<file path="src/rtl/irq_seq_pkg.sv">
// Package: shared constants and types for the interrupt entry sequencer.
// Assumes an 8-bit data bus and a 16-bit address bus.
package irq_seq_pkg;
    localparam int DW = 8;
    localparam int AW = 2 * DW;

    // Entry kind codes, also presented on kind_out.
    typedef enum logic [1:0] {
        KIND_RESET = 2'b00,
        KIND_NMI   = 2'b01,
        KIND_IRQ   = 2'b10,
        KIND_NONE  = 2'b11
    } kind_t;

    // Sequencer states.
    typedef enum logic [2:0] {
        ST_IDLE,
        ST_LATCH,
        ST_PUSH_H,
        ST_PUSH_L,
        ST_PUSH_P,
        ST_VEC_L,
        ST_VEC_H,
        ST_DONE
    } state_t;
endpackage

</file>
<file path="src/rtl/irq_seq_request.sv">
// Module: request latches and fixed-priority arbitration.
// Holds the reset and non-maskable requests. Maskable sources are levels.
// Picks a winner when 'sample' is high. Assumes reset_req is a one-cycle pulse.
module irq_seq_request
    import irq_seq_pkg::*;
#(
    parameter int IRQ_SRCS = 2
) (
    input  logic                clk,
    input  logic                rst_n,
    input  logic                sample,
    input  logic                reset_req,
    input  logic                nmi_line,
    input  logic [IRQ_SRCS-1:0] irq_src,
    input  logic                flag_idis,
    output logic                grant_valid,
    output kind_t               grant_kind
);
    logic pend_rst;
    logic pend_nmi;
    logic nmi_prev;
    logic nmi_edge;
    logic irq_any;
    logic [IRQ_SRCS:0] irq_chain;

    // Edge detect on the non-maskable line.
    assign nmi_edge = nmi_line && !nmi_prev;

    // OR-reduce the maskable sources as a chain.
    assign irq_chain[0] = 1'b0;
    for (genvar g = 0; g < IRQ_SRCS; g++) begin : g_irq_or
        assign irq_chain[g+1] = irq_chain[g] | irq_src[g];
    end
    assign irq_any = irq_chain[IRQ_SRCS];

    // Fixed priority: reset, then non-maskable, then unmasked maskable.
    always_comb begin
        grant_kind = KIND_NONE;
        if (pend_rst)
            grant_kind = KIND_RESET;
        else if (pend_nmi)
            grant_kind = KIND_NMI;
        else if (irq_any && !flag_idis)
            grant_kind = KIND_IRQ;
        grant_valid = sample && (grant_kind != KIND_NONE);
    end

    // Request latches: a reset entry clears both; a serviced NMI clears itself.
    always_ff @(posedge clk) begin
        if (!rst_n) begin
            pend_rst <= 1'b0;
            pend_nmi <= 1'b0;
            nmi_prev <= 1'b0;
        end else begin
            nmi_prev <= nmi_line;
            if (grant_valid && grant_kind == KIND_RESET) begin
                pend_rst <= 1'b0;
                pend_nmi <= 1'b0;
            end else begin
                if (reset_req)
                    pend_rst <= 1'b1;
                if (grant_valid && grant_kind == KIND_NMI)
                    pend_nmi <= 1'b0;
                if (nmi_edge)
                    pend_nmi <= 1'b1;
            end
        end
    end

    // a serviced NMI is gone on the next cycle unless a fresh edge arrived.
    assert_nmi_cleared_R3: assert property (@(posedge clk) disable iff (!rst_n)
        (grant_valid && grant_kind == KIND_NMI && !nmi_edge) |=> !pend_nmi);

    // a reset entry leaves no pending reset or NMI behind.
    assert_reset_clears_R8: assert property (@(posedge clk) disable iff (!rst_n)
        (grant_valid && grant_kind == KIND_RESET) |=> (!pend_rst && !pend_nmi));

    // a line that stays high never re-arms the latch.
    assert_held_line_R3: assert property (@(posedge clk) disable iff (!rst_n)
        ($past(nmi_line) && nmi_line && !pend_nmi) |=> !pend_nmi);
endmodule

</file>
<file path="src/rtl/irq_seq_status.sv">
// Module: packs the six processor flags into the pushed status byte.
// Input order is {N,V,D,I,Z,C}. Bit 5 of the result is 1 and bit 4 is 0.
module irq_seq_status
    import irq_seq_pkg::*;
(
    input  logic [5:0]    flags,
    output logic [DW-1:0] status
);
    // Place the flags and the two fixed bits.
    always_comb begin
        status = {flags[5], flags[4], 1'b1, 1'b0,
                  flags[3], flags[2], flags[1], flags[0]};
    end

    // the fixed bits never change.
    always_comb begin
        assert_fixed_bits_R5: assert (status[5] == 1'b1 && status[4] == 1'b0);
    end
endmodule

</file>
<file path="src/rtl/irq_seq_engine.sv">
// Module: entry sequencer. Runs the stack writes, the vector reads and the done pulse.
// Captures pc, sp and status when 'start' is high. Assumes mem_rdata is valid in the read cycle.
module irq_seq_engine
    import irq_seq_pkg::*;
#(
    parameter logic [DW-1:0] STACK_PAGE = 8'h01,
    parameter logic [AW-1:0] VEC_RESET  = 16'hFFFC,
    parameter logic [AW-1:0] VEC_NMI    = 16'hFFFA,
    parameter logic [AW-1:0] VEC_IRQ    = 16'hFFFE
) (
    input  logic          clk,
    input  logic          rst_n,
    input  logic          start,
    input  kind_t         start_kind,
    input  logic [AW-1:0] pc_in,
    input  logic [DW-1:0] sp_in,
    input  logic [DW-1:0] status_in,
    input  logic [DW-1:0] mem_rdata,
    output logic [AW-1:0] mem_addr,
    output logic          mem_we,
    output logic          mem_re,
    output logic [DW-1:0] mem_wdata,
    output logic          busy,
    output logic          done,
    output logic [AW-1:0] pc_out,
    output logic [DW-1:0] sp_out,
    output logic [1:0]    kind_out,
    output logic          set_idis
);
    state_t        state;
    kind_t         kind_q;
    logic [AW-1:0] pc_q;
    logic [DW-1:0] sp_q;
    logic [DW-1:0] stat_q;
    logic [DW-1:0] vec_lo_q;
    logic [DW-1:0] vec_hi_q;
    logic [AW-1:0] vec_base;

    // Vector base address for the captured kind.
    always_comb begin
        case (kind_q)
            KIND_RESET: vec_base = VEC_RESET;
            KIND_NMI:   vec_base = VEC_NMI;
            default:    vec_base = VEC_IRQ;
        endcase
    end

    // State advance and capture of the sequence operands.
    always_ff @(posedge clk) begin
        if (!rst_n) begin
            state    <= ST_IDLE;
            kind_q   <= KIND_NONE;
            pc_q     <= '0;
            sp_q     <= '0;
            stat_q   <= '0;
            vec_lo_q <= '0;
            vec_hi_q <= '0;
        end else begin
            case (state)
                ST_IDLE: begin
                    if (start) begin
                        state  <= ST_LATCH;
                        kind_q <= start_kind;
                        pc_q   <= pc_in;
                        sp_q   <= sp_in;
                        stat_q <= status_in;
                    end
                end
                ST_LATCH:  state <= (kind_q == KIND_RESET) ? ST_VEC_L : ST_PUSH_H;
                ST_PUSH_H: begin state <= ST_PUSH_L; sp_q <= sp_q - 8'd1; end
                ST_PUSH_L: begin state <= ST_PUSH_P; sp_q <= sp_q - 8'd1; end
                ST_PUSH_P: begin state <= ST_VEC_L;  sp_q <= sp_q - 8'd1; end
                ST_VEC_L:  begin state <= ST_VEC_H;  vec_lo_q <= mem_rdata; end
                ST_VEC_H:  begin state <= ST_DONE;   vec_hi_q <= mem_rdata; end
                default:   state <= ST_IDLE;
            endcase
        end
    end

    // Bus drive for the current state.
    always_comb begin
        mem_addr  = '0;
        mem_we    = 1'b0;
        mem_re    = 1'b0;
        mem_wdata = '0;
        case (state)
            ST_PUSH_H: begin mem_we = 1'b1; mem_addr = {STACK_PAGE, sp_q}; mem_wdata = pc_q[AW-1:DW]; end
            ST_PUSH_L: begin mem_we = 1'b1; mem_addr = {STACK_PAGE, sp_q}; mem_wdata = pc_q[DW-1:0]; end
            ST_PUSH_P: begin mem_we = 1'b1; mem_addr = {STACK_PAGE, sp_q}; mem_wdata = stat_q; end
            ST_VEC_L:  begin mem_re = 1'b1; mem_addr = vec_base; end
            ST_VEC_H:  begin mem_re = 1'b1; mem_addr = vec_base + 16'd1; end
            default:   ;
        endcase
    end

    // Result presentation.
    always_comb begin
        busy     = (state != ST_IDLE);
        done     = (state == ST_DONE);
        pc_out   = {vec_hi_q, vec_lo_q};
        sp_out   = sp_q;
        kind_out = kind_q;
        set_idis = done && (kind_q != KIND_RESET);
    end

    // writes stay in the stack page.
    assert_stack_page_R4: assert property (@(posedge clk) disable iff (!rst_n)
        mem_we |-> (mem_addr[AW-1:DW] == STACK_PAGE));

    // back-to-back writes move down by one.
    assert_push_decrement_R4: assert property (@(posedge clk) disable iff (!rst_n)
        (mem_we && $past(mem_we)) |-> (mem_addr[DW-1:0] == $past(mem_addr[DW-1:0]) - 8'd1));

    // the high vector byte comes from the next address after the low byte.
    assert_vector_pair_R6: assert property (@(posedge clk) disable iff (!rst_n)
        (mem_re && $past(mem_re)) |-> (mem_addr == $past(mem_addr) + 16'd1));

    // the disable flag is set only after all three pushes, in the seventh cycle.
    assert_entry_length_R7: assert property (@(posedge clk) disable iff (!rst_n)
        set_idis |-> ($past(mem_we, 3) && $past(mem_we, 5) && !$past(mem_we, 6)));

    // a reset entry completes with no write in its last three cycles.
    assert_reset_no_push_R8: assert property (@(posedge clk) disable iff (!rst_n)
        (done && kind_out == 2'b00) |-> (!$past(mem_we, 1) && !$past(mem_we, 2) && !$past(mem_we, 3)));

    // done lasts exactly one cycle.
    assert_done_pulse_R7: assert property (@(posedge clk) disable iff (!rst_n)
        done |=> !done);
endmodule

</file>
<file path="src/rtl/irq_entry_seq.sv">
// Top: prioritised interrupt entry sequencer.
// Samples requests on 'boundary' while idle and hands the winner to the engine.
// Assumes the core applies pc_out, sp_out and set_idis when done is high.
module irq_entry_seq
    import irq_seq_pkg::*;
#(
    parameter int              IRQ_SRCS   = 2,
    parameter logic [DW-1:0]   STACK_PAGE = 8'h01,
    parameter logic [AW-1:0]   VEC_RESET  = 16'hFFFC,
    parameter logic [AW-1:0]   VEC_NMI    = 16'hFFFA,
    parameter logic [AW-1:0]   VEC_IRQ    = 16'hFFFE
) (
    input  logic                clk,
    input  logic                rst_n,
    input  logic                boundary,
    input  logic                reset_req,
    input  logic                nmi_line,
    input  logic [IRQ_SRCS-1:0] irq_src,
    input  logic [5:0]          cpu_flags,
    input  logic [15:0]         pc_in,
    input  logic [7:0]          sp_in,
    input  logic [7:0]          mem_rdata,
    output logic [15:0]         mem_addr,
    output logic                mem_we,
    output logic                mem_re,
    output logic [7:0]          mem_wdata,
    output logic                busy,
    output logic                done,
    output logic [15:0]         pc_out,
    output logic [7:0]          sp_out,
    output logic [1:0]          kind_out,
    output logic                set_idis
);
    localparam int FLAG_IDIS = 2;

    logic          sample;
    logic          grant_valid;
    kind_t         grant_kind;
    logic [DW-1:0] status_byte;

    // Sample requests only on a boundary while idle.
    assign sample = boundary && !busy;

    irq_seq_request #(.IRQ_SRCS(IRQ_SRCS)) u_req (
        .clk         (clk),
        .rst_n       (rst_n),
        .sample      (sample),
        .reset_req   (reset_req),
        .nmi_line    (nmi_line),
        .irq_src     (irq_src),
        .flag_idis   (cpu_flags[FLAG_IDIS]),
        .grant_valid (grant_valid),
        .grant_kind  (grant_kind)
    );

    irq_seq_status u_stat (
        .flags  (cpu_flags),
        .status (status_byte)
    );

    irq_seq_engine #(
        .STACK_PAGE (STACK_PAGE),
        .VEC_RESET  (VEC_RESET),
        .VEC_NMI    (VEC_NMI),
        .VEC_IRQ    (VEC_IRQ)
    ) u_eng (
        .clk        (clk),
        .rst_n      (rst_n),
        .start      (grant_valid),
        .start_kind (grant_kind),
        .pc_in      (pc_in),
        .sp_in      (sp_in),
        .status_in  (status_byte),
        .mem_rdata  (mem_rdata),
        .mem_addr   (mem_addr),
        .mem_we     (mem_we),
        .mem_re     (mem_re),
        .mem_wdata  (mem_wdata),
        .busy       (busy),
        .done       (done),
        .pc_out     (pc_out),
        .sp_out     (sp_out),
        .kind_out   (kind_out),
        .set_idis   (set_idis)
    );

    // a maskable entry never starts while the disable flag is set.
    assert_irq_masked_R2: assert property (@(posedge clk) disable iff (!rst_n)
        (!busy && $past(busy) == 1'b0 && busy == 1'b0 && grant_valid && cpu_flags[FLAG_IDIS])
            |-> (grant_kind != KIND_IRQ));

    // no new sequence starts while one is running.
    assert_busy_hold_R9: assert property (@(posedge clk) disable iff (!rst_n)
        (busy && !done) |=> busy);
endmodule

</file>
<file path="config.mk">
export PLATFORM = sky130hd
export DESIGN_NAME = irq_entry_seq
export DESIGN_NICKNAME = d
export VERILOG_FILES = /design/src/rtl/irq_seq_pkg.sv /design/src/rtl/irq_seq_request.sv /design/src/rtl/irq_seq_status.sv /design/src/rtl/irq_seq_engine.sv /design/src/rtl/irq_entry_seq.sv
export SDC_FILE = /design/constraint.sdc
export NUM_CORES = 1
export LEC_CHECK = 0
export ABC_AREA = 1
export BUFFER_PORTS_ARGS = -buffer_cell sky130_fd_sc_hd__clkbuf_2
export CAP_MARGIN = 20
export CORE_MARGIN = 3
export CORE_UTILIZATION = 45
export CTS_CLUSTER_DIAMETER = 60
export DETAILED_ROUTE_END_ITERATION = 8
export HOLD_SLACK_MARGIN = 0.1
export PLACE_DENSITY = 0.77
export SLEW_MARGIN = 20
export SYNTH_ARGS = -nofsm -noshare
export SYNTH_HDL_FRONTEND = slang
export SYNTH_SLANG_ARGS = --single-unit
</file>
<file path="constraint.sdc">
create_clock -name clk -period 2.33 [get_ports clk]
set_clock_uncertainty 0.2 [all_clocks]
set_input_delay 0.233 -clock clk [delete_from_list [all_inputs] [get_ports clk]]
set_output_delay 0.233 -clock clk [all_outputs]
set_load 0.02 [all_outputs]
</file>
==> results of run 1 <==
-- worst register-to-register path, cell delays in order (launching register included) --
cell and delay, ns:
dfxtp_1 0.41, inv_2 0.11, nand3_1 0.15, nand2_2 0.13, nor2_2 0.41, nand2_1 0.13, nand2_1 0.10, nor2_1 0.05
nor2_2 0.07
-- final timing paths --
kind	cells past startpoint	to	slack [ns]
max reg2reg	8	u_eng.sp_out[5]	0.53
max	6	mem_addr[3]	0.20
min reg2reg	2	u_eng.vec_hi_q[7]	0.25
min	6	u_req.pend_nmi	0.18
-- repair_timing --
item                                   4_1_cts  5_1_grt
hold buffers                                40        0
setup endpoints to repair                    0        8
endpoints found under the hold margin       49        0
-- metrics by stage --
step	cells	area, um2	setup slack, ns	utilization
after CTS	583	3570	0.0838	0.644
after global placement	536	3080	0.483	0.556
final	584	3580	0.197	0.645
after global routing	584	3580	0.0452	0.645
after detailed placement	536	3080	0.431	0.556
after floorplan	380	2590	0.429	-
-- registers in the layout, indices dropped and copies added, names as in the netlist --
signal          cells
u_eng.pc_q         16
u_eng.sp_out        8
u_req.pend_rst      1
u_eng.kind_out      2
u_eng.stat_q        7
u_req.pend_nmi      1
u_req.nmi_prev      1
u_eng.vec_lo_q      8
u_eng.state         3
u_eng.vec_hi_q      8
-- cell usage after synthesis, drive strengths merged --
cell type | n | share of area
nand3 | 32 | 0.066
nand3b | 1 | 0.0029
o21ai | 49 | 0.095
a21oi | 19 | 0.037
ha | 1 | 0.0048
o211ai | 1 | 0.0029
buf | 14 | 0.043
clkbuf | 6 | 0.0092
o22ai | 1 | 0.0024
nor3 | 2 | 0.0039
nand4 | 2 | 0.0048
clkinv | 1 | 0.0019
dfxtp | 55 | 0.42
nor2 | 77 | 0.12
inv | 44 | 0.064
nand2 | 74 | 0.11
a22o | 1 | 0.0034
-- metal layers --
metal | wire length, um | track usage
met5 | 0 | 0
met4 | 124 | 0.0814
met3 | 426 | 0.0340
met2 | 3310 | 0.342
met1 | 3220 | 0.298
-- power breakdown --
part / leakage [nW] / switching (mW) / total (mW) / internal (mW)
clock: 0.0470 / 0.301 / 0.535 / 0.234
combinational: 1.29 / 1.12 / 1.68 / 0.569
sequential: 0.451 / 0.146 / 1.29 / 1.14
-- kinds of logic (layout without fill, tap and decap cells) --
logic type	after synthesis	after routing
AOI/OAI and AO/OA	71	71
adders and majority gates	1	1
buffers and inverters	65	196
DFF	55	55
and+or+nand+nor	188	189
-- final cells by class --
class / count / area, um2
clock buffers: 6 / 82.6
clock inverters: 1 / 5.00
fillers: 502 / 1960
inverters: 45 / 170
multi-input cells: 261 / 1190
flip-flops and latches: 55 / 1100
well taps: 72 / 90.1
repair buffers: 144 / 933
==> impl_metrics.yaml, run 1 <==
run_status:
  status: "finished clean"
place:
  gp_congestion: 0.878
  portBuffers: 99
  dpl.hpwl_um: 4720
synthesis:
  syn_area_mm2: 0.00259
  synth_top_family_by_area: "simple AND/OR/NAND/NOR gates"
  yosys_warnings: 0
  ys_ff_latch: 55
  synth_fa_ha_area_frac: 0.00482
  synthMuxAreaShare: 0
  synth_nets: 426
  synthXorXnorAreaFrac: 0
  synth_cells: 380
  synth_simple_gate_area_frac: 0.313
  avgSynthCellArea_um2: 6.83
  synth_compound_area_frac: 0.140
  synth_cell_types: 28
  synth-seq-area-share: 0.425
worst_setup_path:
  crit_chain: "inv_2 > nand3_1 > nand2_2 > nor2_4 > o21ai_0 > clkbuf_2"
  slowest_stage: "dfxtp_1"
  worstPathArrival_ns: 1.70
  end_kind: "primary output"
  slowest_delay_ns: 0.41
  worstPathMaxFanout: 12
  critical_path.top_delay_family: "simple AND/OR/NAND/NOR gates"
  critical_path_required_ns: 1.90
  critPathBufInv: 2
  critPathLaunch: "u_eng.state[2]"
  path_class: "register to primary output"
  r2r_start: "u_eng.state[2]"
  cp-start-kind: "register"
clock_tree:
  clk-insertion-delay-late_ns: 0.30
  tritoncts: "built"
  cts_resized: 0
  ctsRootBufferMaster: "clkbuf_8"
  path_clk_slew_ns: 0.09
  cts_made_buffers: 5
  post_cts_buffers: 0
  cts.sinks: 55
  clockBufferDepth: 2
  htree_levels: 2
grt:
  grt_pass1_wl_um: 11500
  grt_overflow_total: 0
  grt_pass1_vias: 2581
  grt_usage: 0.217
  grt_max_degree: 39
  antenna_found_initial: 0
timing:
  rsz0062_at_grt: "false"
  maxSlewViolCount: 0
  max_freq_mhz: 469
  fin_tns_setup_ns: 0
  worstMarginPinSlew_ns: 0.639
  whs_ns: 0.183
  hold_viol_final: 0
  slew_headroom: 0.574
  setup_viol: 0
  period_needed_ns: 2.13
  fin_crit_sh: 0.916
drt:
  drt_wl_total_um: 7080
  viasPerCell: 4.85
  wire_per_inst_um: 12.1
  drt_iter0_markers: 145
  antenna_left: 0
  drc: 0
  vias: 2835
  dr.pass1.iters: 4
die:
  die_h_um: 81.9
  floorplan.initialDensity: 0.468
  dieWidth_um: 81.9
  rows: 27
  die_area_mm2: 0.00671
  core_area_mm2: 0.00554
  ios: 100
layout:
  syn2layout_area_growth_pct: 37.9
  nets: 558
  drive_gt1_frac: 0.254
  antenna_cells: 0
  final_common_cell: "clkbuf_2"
  final_cell_mix: "clkbuf_2 (99), nor2_1 (70), nand2_1 (69)"
power:
  power.leakage_nw: 1.79
  power.total_mw: 3.51
  max-vdd-ir-drop_mv: 0.697
  pwr_density_cell_mw_per_mm2: 981
worst_hold_path:
  min_from: "boundary"
  worst_hold_path_type: "primary input to register"
job:
  drv_cap: 0
(Power assumes the default switching activity.)
==> inputs of run 2 (changes only) <==
--- a/config.mk
+++ b/config.mk
@@ -13,8 +13,9 @@
 export CTS_CLUSTER_DIAMETER = 60
 export DETAILED_ROUTE_END_ITERATION = 8
 export HOLD_SLACK_MARGIN = 0.1
-export PLACE_DENSITY = 0.77
+export PLACE_DENSITY = 0.76
 export SLEW_MARGIN = 20
 export SYNTH_ARGS = -nofsm -noshare
 export SYNTH_HDL_FRONTEND = slang
+export SYNTH_HIERARCHICAL = 1
 export SYNTH_SLANG_ARGS = --single-unit
==> run 2 against run 1 <==
Power up 7.9%. Worst hold slack worse by 0.053 ns. Area after synthesis up 3.4%. Critical path depth unchanged. Largest power group unchanged. Utilization down 0.29 points. First-iteration DRC count up 19%. Sequential share of layout area up 0.17 points. Final area up 1.4%. Sequential power up 5%. Global-route usage down 0.91 points. Flip-flop and latch count up 1. Non-clock buffer count up 2.
==> impl_metrics.yaml, run 2 <==
run_status:
  status: "finished clean"
worst_setup_path:
  end_kind: "primary output"
  path_class: "register to primary output"
  worstPathMaxFanout: 19
  cp-start-kind: "register"
  slowest_delay_ns: 0.35
  critPathBufInv: 3
  slowest_stage: "dfxtp_1"
  critical_path.top_delay_family: "buffers and inverters"
  ff2ff_setup_slack_ns: 0.27
  worstPathArrival_ns: 1.77
  critical_path_required_ns: 1.90
  crit_chain: "buf_4 > nand2_4 > nand3_2 > inv_2 > o21ai_0 > clkbuf_2"
timing:
  fin_crit_sh: 0.947
  fin_tns_setup_ns: 0
  setup_viol: 0
  period_needed_ns: 2.21
  setup_ws_ns: 0.124
  hold_viol_final: 0
  rsz0062_at_grt: "false"
  maxSlewViolCount: 0
  max_freq_mhz: 453
drt:
  drc: 0
  dr.pass1.iters: 5
  antenna_left: 0
  viasPerCell: 4.96
  drt_wl_total_um: 7330
  vias: 2837
  wire_per_inst_um: 12.8
  drt_iter0_markers: 173
die:
  floorplan.initialDensity: 0.475
  core_area_mm2: 0.00564
  ios: 100
  rows: 27
  dieWidth_um: 83.2
  die_h_um: 83.2
  die_area_mm2: 0.00692
layout:
  multi_input_area_mm2: 0.00118
  drive_gt1_frac: 0.266
  antenna_cells: 0
  syn2layout_area_growth_pct: 35.1
  stdcell_area_mm2: 0.00362
  final_cell_mix: "clkbuf_2 (99), nand2_1 (78), dfxtp_1 (55)"
  nets: 547
  largest_reg_flops: 16
  fill_cells: 500
  final_common_cell: "clkbuf_2"
  register_area_mm2: 0.00112
  largest-register: "u_eng/pc_q"
grt:
  grt_overflow_total: 0
  grt_max_degree: 41
  grt_pass1_wl_um: 12300
  grt_usage: 0.208
  grt_pass1_vias: 2694
  antenna_found_initial: 0
place:
  placedInstanceArea_mm2: 0.00312
  preCtsSetupSlack_ns: 0.277
  dpl.hpwl_um: 5000
  portBuffers: 99
  gp_congestion: 0.858
synthesis:
  synth_cells: 377
  ys.flop_type: "dfxtp_1"
  yosysTopAreaCell: "dfxtp_1"
  synth_common_cells: "nand2_1 (78), dfxtp_1 (56), a21oi_1 (46), inv_1 (40), o21ai_0 (30)"
  avgSynthCellArea_um2: 7.12
  synth-seq-area-share: 0.418
  yosys-top-cells-area: "dfxtp_1 (42%), nand2_1 (11%), a21oi_1 (8.6%)"
  syn_area_mm2: 0.00268
  synthArstFlopShare: 0
  yosys_warnings: 6
  synth.top_cell.area_share: 0.418
  ys_ff_latch: 56
  yosysMostFrequentCell: "nand2_1"
  synth_cell_types: 30
  synth_nets: 423
  synth-edff-count: 0
clock_tree:
  cts.sinks: 56
  tritoncts: "built"
  clk-insertion-delay-late_ns: 0.29
  cts_made_buffers: 5
  ctsRootBufferMaster: "clkbuf_8"
  clockBufferDepth: 2
  htree_levels: 2
  path_clk_slew_ns: 0.09
power:
  power.total_mw: 3.79
  pwr_density_cell_mw_per_mm2: 1040
  power.leakage_nw: 1.70
  max-vdd-ir-drop_mv: 0.540
job:
  drv_cap: 0
worst_hold_path:
  worst_hold_path_type: "primary input to register"
-- run 2: cell count changes in the layout (fill, tap and decap cells not counted), moves of 2 or more --
cell      change
o21ai_1       +9
conb_1        +2
nand3_1       -2
a21oi_1      +27
nor2_2        -4
nand2_2       -3
nand2_1       +9
buf_4         +3
nand4_1       -2
o221ai_1      +8
o21ai_0      -18
nor2_1       -45
clkinv_2      -2
inv_2         +5
-- run 2: where the power goes --
part           switching (mW)  internal (mW)  leakage [nW]
Sequential              0.164           1.19         0.458
Clock                   0.286          0.309        0.0501
Combinational            1.22          0.611          1.20
-- run 2: final cells by class --
class / count / area share
repair buffers: 146 / 0.261
well taps: 72 / 0.0249
inverters: 49 / 0.0514
clock buffers: 5 / 0.0190
multi-input cells: 243 / 0.326
flip-flops and latches: 56 / 0.310
clock inverters: 1 / 0.00828
-- run 2: repair_timing --
item	in CTS	in global routing
endpoints found under the setup margin	0	14
endpoints found under the hold margin	48	0
gates resized for setup	0	1
setup buffers	0	2
hold buffers	39	0
-- run 2: path summary, 6_finish.rpt --
| path | cells past startpoint | start | end |
|---|---|---|---|
| max | 6 | u_eng/state[2] | mem_addr[2] |
| min | 5 | sp_in[7] | u_eng/sp_out[7] |
| max reg2reg | 9 | u_eng/state[0] | u_eng/stat_q[1] |
| min reg2reg | 2 | u_eng/stat_q[6] | u_eng/stat_q[6] |
-- run 2: cells by family after synthesis --
logic type      count (synthesis)  synth area share
buf+inv                        78             0.142
other cells                     2           0.00280
flops                          56             0.418
compound gates                 97             0.195
simple gates                  142             0.235
fa+ha+maj                       1           0.00466
xor+xnor                        1           0.00327
-- run 2: tightest hold or removal path, stage by stage --
cell and delay (ns):
clkbuf_2 0.08, inv_1 0.05, o21ai_0 0.10, nand2_1 0.08
a21oi_1 0.05
-- run 2: per-stage QoR --
stage | hold WS, ns | cells | utilization
2_1_floorplan | 0.126 | 377 | -
3_5_place_dp | 0.235 | 525 | 0.553
5_1_grt | 0.153 | 572 | 0.642
3_3_place_gp | 0.229 | 525 | 0.553
6_report | 0.130 | 572 | 0.642
4_1_cts | 0.108 | 570 | 0.640
-- run 2: layer usage --
metal  up-vias  GRT usage  wire length, um
met4         0     0.0446               48
met2       100      0.356             3450
met3         4     0.0407              469
met5         -          0                0
met1      1280      0.272             3360
li1       1453          -                -
==> inputs of run 3 (changes only) <==
--- a/config.mk
+++ b/config.mk
@@ -9,11 +9,11 @@
 export BUFFER_PORTS_ARGS = -buffer_cell sky130_fd_sc_hd__clkbuf_2
 export CAP_MARGIN = 20
 export CORE_MARGIN = 3
-export CORE_UTILIZATION = 45
+export CORE_UTILIZATION = 35
 export CTS_CLUSTER_DIAMETER = 60
 export DETAILED_ROUTE_END_ITERATION = 8
 export HOLD_SLACK_MARGIN = 0.1
-export PLACE_DENSITY = 0.76
+export PLACE_DENSITY = 0.62
 export SLEW_MARGIN = 20
 export SYNTH_ARGS = -nofsm -noshare
 export SYNTH_HDL_FRONTEND = slang
==> run 3 against run 2 <==
Final cell count grew 5.2%. Setup slack better by 0.037 ns. Highest routed layer unchanged. Worst hold slack better by 0.0088 ns. Flip-flop and latch count stayed put. Via count decreased by 1.2%.
==> impl_metrics.yaml, run 3 (synthesis results as in run 2) <==
layout:
  drive_gt1_frac: 0.270
  syn2layout_area_growth_pct: 38.2
  largest_reg_flops: 16
  largest-register: "u_eng/pc_q"
  register_area_mm2: 0.00112
  nets: 548
  antenna_cells: 0
  final_common_cell: "clkbuf_2"
  final_cell_mix: "clkbuf_2 (99), nand2_1 (77), dfxtp_1 (55)"
  multi_input_area_mm2: 0.00119
  fill_cells: 732
  stdcell_area_mm2: 0.00371
clock_tree:
  htree_levels: 2
  ctsRootBufferMaster: "clkbuf_8"
  path_clk_slew_ns: 0.10
  clk-insertion-delay-late_ns: 0.31
  tritoncts: "built"
  cts.sinks: 56
  clockBufferDepth: 2
  cts_made_buffers: 5
worst_setup_path:
  crit_chain: "inv_2 > nor2_4 > nand2_2 > nand2_2 > inv_2 > o22ai_1 > clkbuf_2"
  path_class: "register to primary output"
  rr_endpoint: "u_eng/sp_out[0]"
  end_kind: "primary output"
  worstPathArrival_ns: 1.74
  critical_path_required_ns: 1.90
  cp-start-kind: "register"
  slowest_delay_ns: 0.42
  worstSetupEndpoint: "mem_addr[1]"
  critical_path.top_delay_family: "simple AND/OR/NAND/NOR gates"
  ff2ff_setup_slack_ns: 0.28
  critPathBufInv: 3
  critPathLaunch: "u_eng/state[0]"
  slowest_stage: "dfxtp_1"
  r2r_start: "u_eng/state[0]"
  worstPathMaxFanout: 10
  crit_cells: 7
  r2r.worst_path.cells: 12
place:
  preCtsSetupSlack_ns: 0.255
  portBuffers: 99
  placedInstanceArea_mm2: 0.00315
  dpl.hpwl_um: 5070
  gp_congestion: 0.834
timing:
  rsz0062_at_grt: "false"
  maxSlewViolCount: 0
  fin_crit_sh: 0.931
  setup_viol: 0
  worstMarginPinSlew_ns: 0.543
  fin_tns_setup_ns: 0
  max_freq_mhz: 461
  setup_ws_ns: 0.161
  period_needed_ns: 2.17
  hold_viol_final: 0
  slew_headroom: 0.638
die:
  rows: 31
  ios: 100
  die_area_mm2: 0.00875
  floorplan.initialDensity: 0.366
  dieWidth_um: 93.5
  die_h_um: 93.5
  core_area_mm2: 0.00733
run_status:
  status: "finished clean"
grt:
  grt_pass1_wl_um: 12100
  grt_max_degree: 41
  grt_overflow_total: 0
  grt_usage: 0.170
  grt_pass1_vias: 2635
  antenna_found_initial: 0
drt:
  drt_iter0_markers: 114
  drt_wl_total_um: 7470
  wire_per_inst_um: 12.4
  viasPerCell: 4.65
  drc: 0
  dr.pass1.iters: 5
  antenna_left: 0
  vias: 2802
power:
  power.leakage_nw: 1.72
  pwr_density_cell_mw_per_mm2: 1050
  max-vdd-ir-drop_mv: 0.422
job:
  drv_cap: 0
worst_hold_path:
  worst_hold_path_type: "primary input to register"
## run 3: cell count changes in the layout (fill, tap and decap cells not counted)
cell	before	now
clkinvlp_4	0	1
nand3_2	3	2
inv_4	1	2
inv_2	8	7
nand3_4	0	1
clkinv_2	0	1
dlygate4sd3_1	39	40
nand2_2	1	2
buf_12	0	1
nand2_1	78	77
buf_4	8	7
## run 3: worst min-delay path by stage
stage          startpoint              to  slack [ns]  cells after the start
2_1_floorplan    nmi_line  u_req/nmi_prev        0.13                      2
3_3_place_gp     nmi_line  u_req/nmi_prev        0.23                      3
3_5_place_dp     nmi_line  u_req/nmi_prev        0.24                      3
4_1_cts          boundary  u_req/pend_rst        0.14                      6
5_1_grt          boundary  u_req/pend_rst        0.21                      6
6_report         boundary  u_req/pend_rst        0.14                      6
## run 3: timing repair
| action | CTS | global route |
|---|---|---|
| resized for setup | 2 | 2 |
| endpoints found under the hold margin | 49 | 0 |
| setup buffers | 1 | 3 |
| hold buffers | 40 | 0 |
| setup endpoints to repair | 8 | 6 |
| pin swaps | 1 | 1 |
## run 3: area by class of cell
cell class | count | share of cell area
clock buffer | 5 | 0.0186
clock inverter | 3 | 0.0115
inverter | 49 | 0.0510
multi-input combinational | 243 | 0.321
sequential | 56 | 0.303
tap | 99 | 0.0334
timing repair buffer | 147 | 0.261
## run 3: where the power goes
group	switching [mW]	internal [mW]	leakage [nW]
Combinational	1.23	0.656	1.21
Clock	0.335	0.319	0.0541
Sequential	0.163	1.19	0.458
## run 3: stage by stage
stage	total power [mW]	utilization	instances	hold WS [ns]
5_1_grt	4.20	0.506	602	0.213
2_1_floorplan	2.71	-	377	0.126
3_3_place_gp	3.08	0.430	550	0.231
6_report	3.90	0.506	602	0.139
4_1_cts	3.84	0.502	599	0.138
3_5_place_dp	3.11	0.430	550	0.239
## run 3: layer usage
layer,track usage,vias to the layer above,routed length [um]
met2,0.286,100,3490
met4,0.0289,0,33
met5,0,-,0
met1,0.219,1237,3380
met3,0.0499,4,566
li1,-,1461,-
## run 3: worst reg2reg max path, stage by stage (launching register included)
cell,delay [ns]
dfxtp_1,0.36
nor2_2,0.22
nand2_1,0.13
nor2_2,0.13
nand2_1,0.07
inv_1,0.07
nand3_2,0.16
inv_2,0.28
nor2_8,0.10
inv_4,0.09
nand2_1,0.05
nand2_1,0.06
nor2_1,0.05
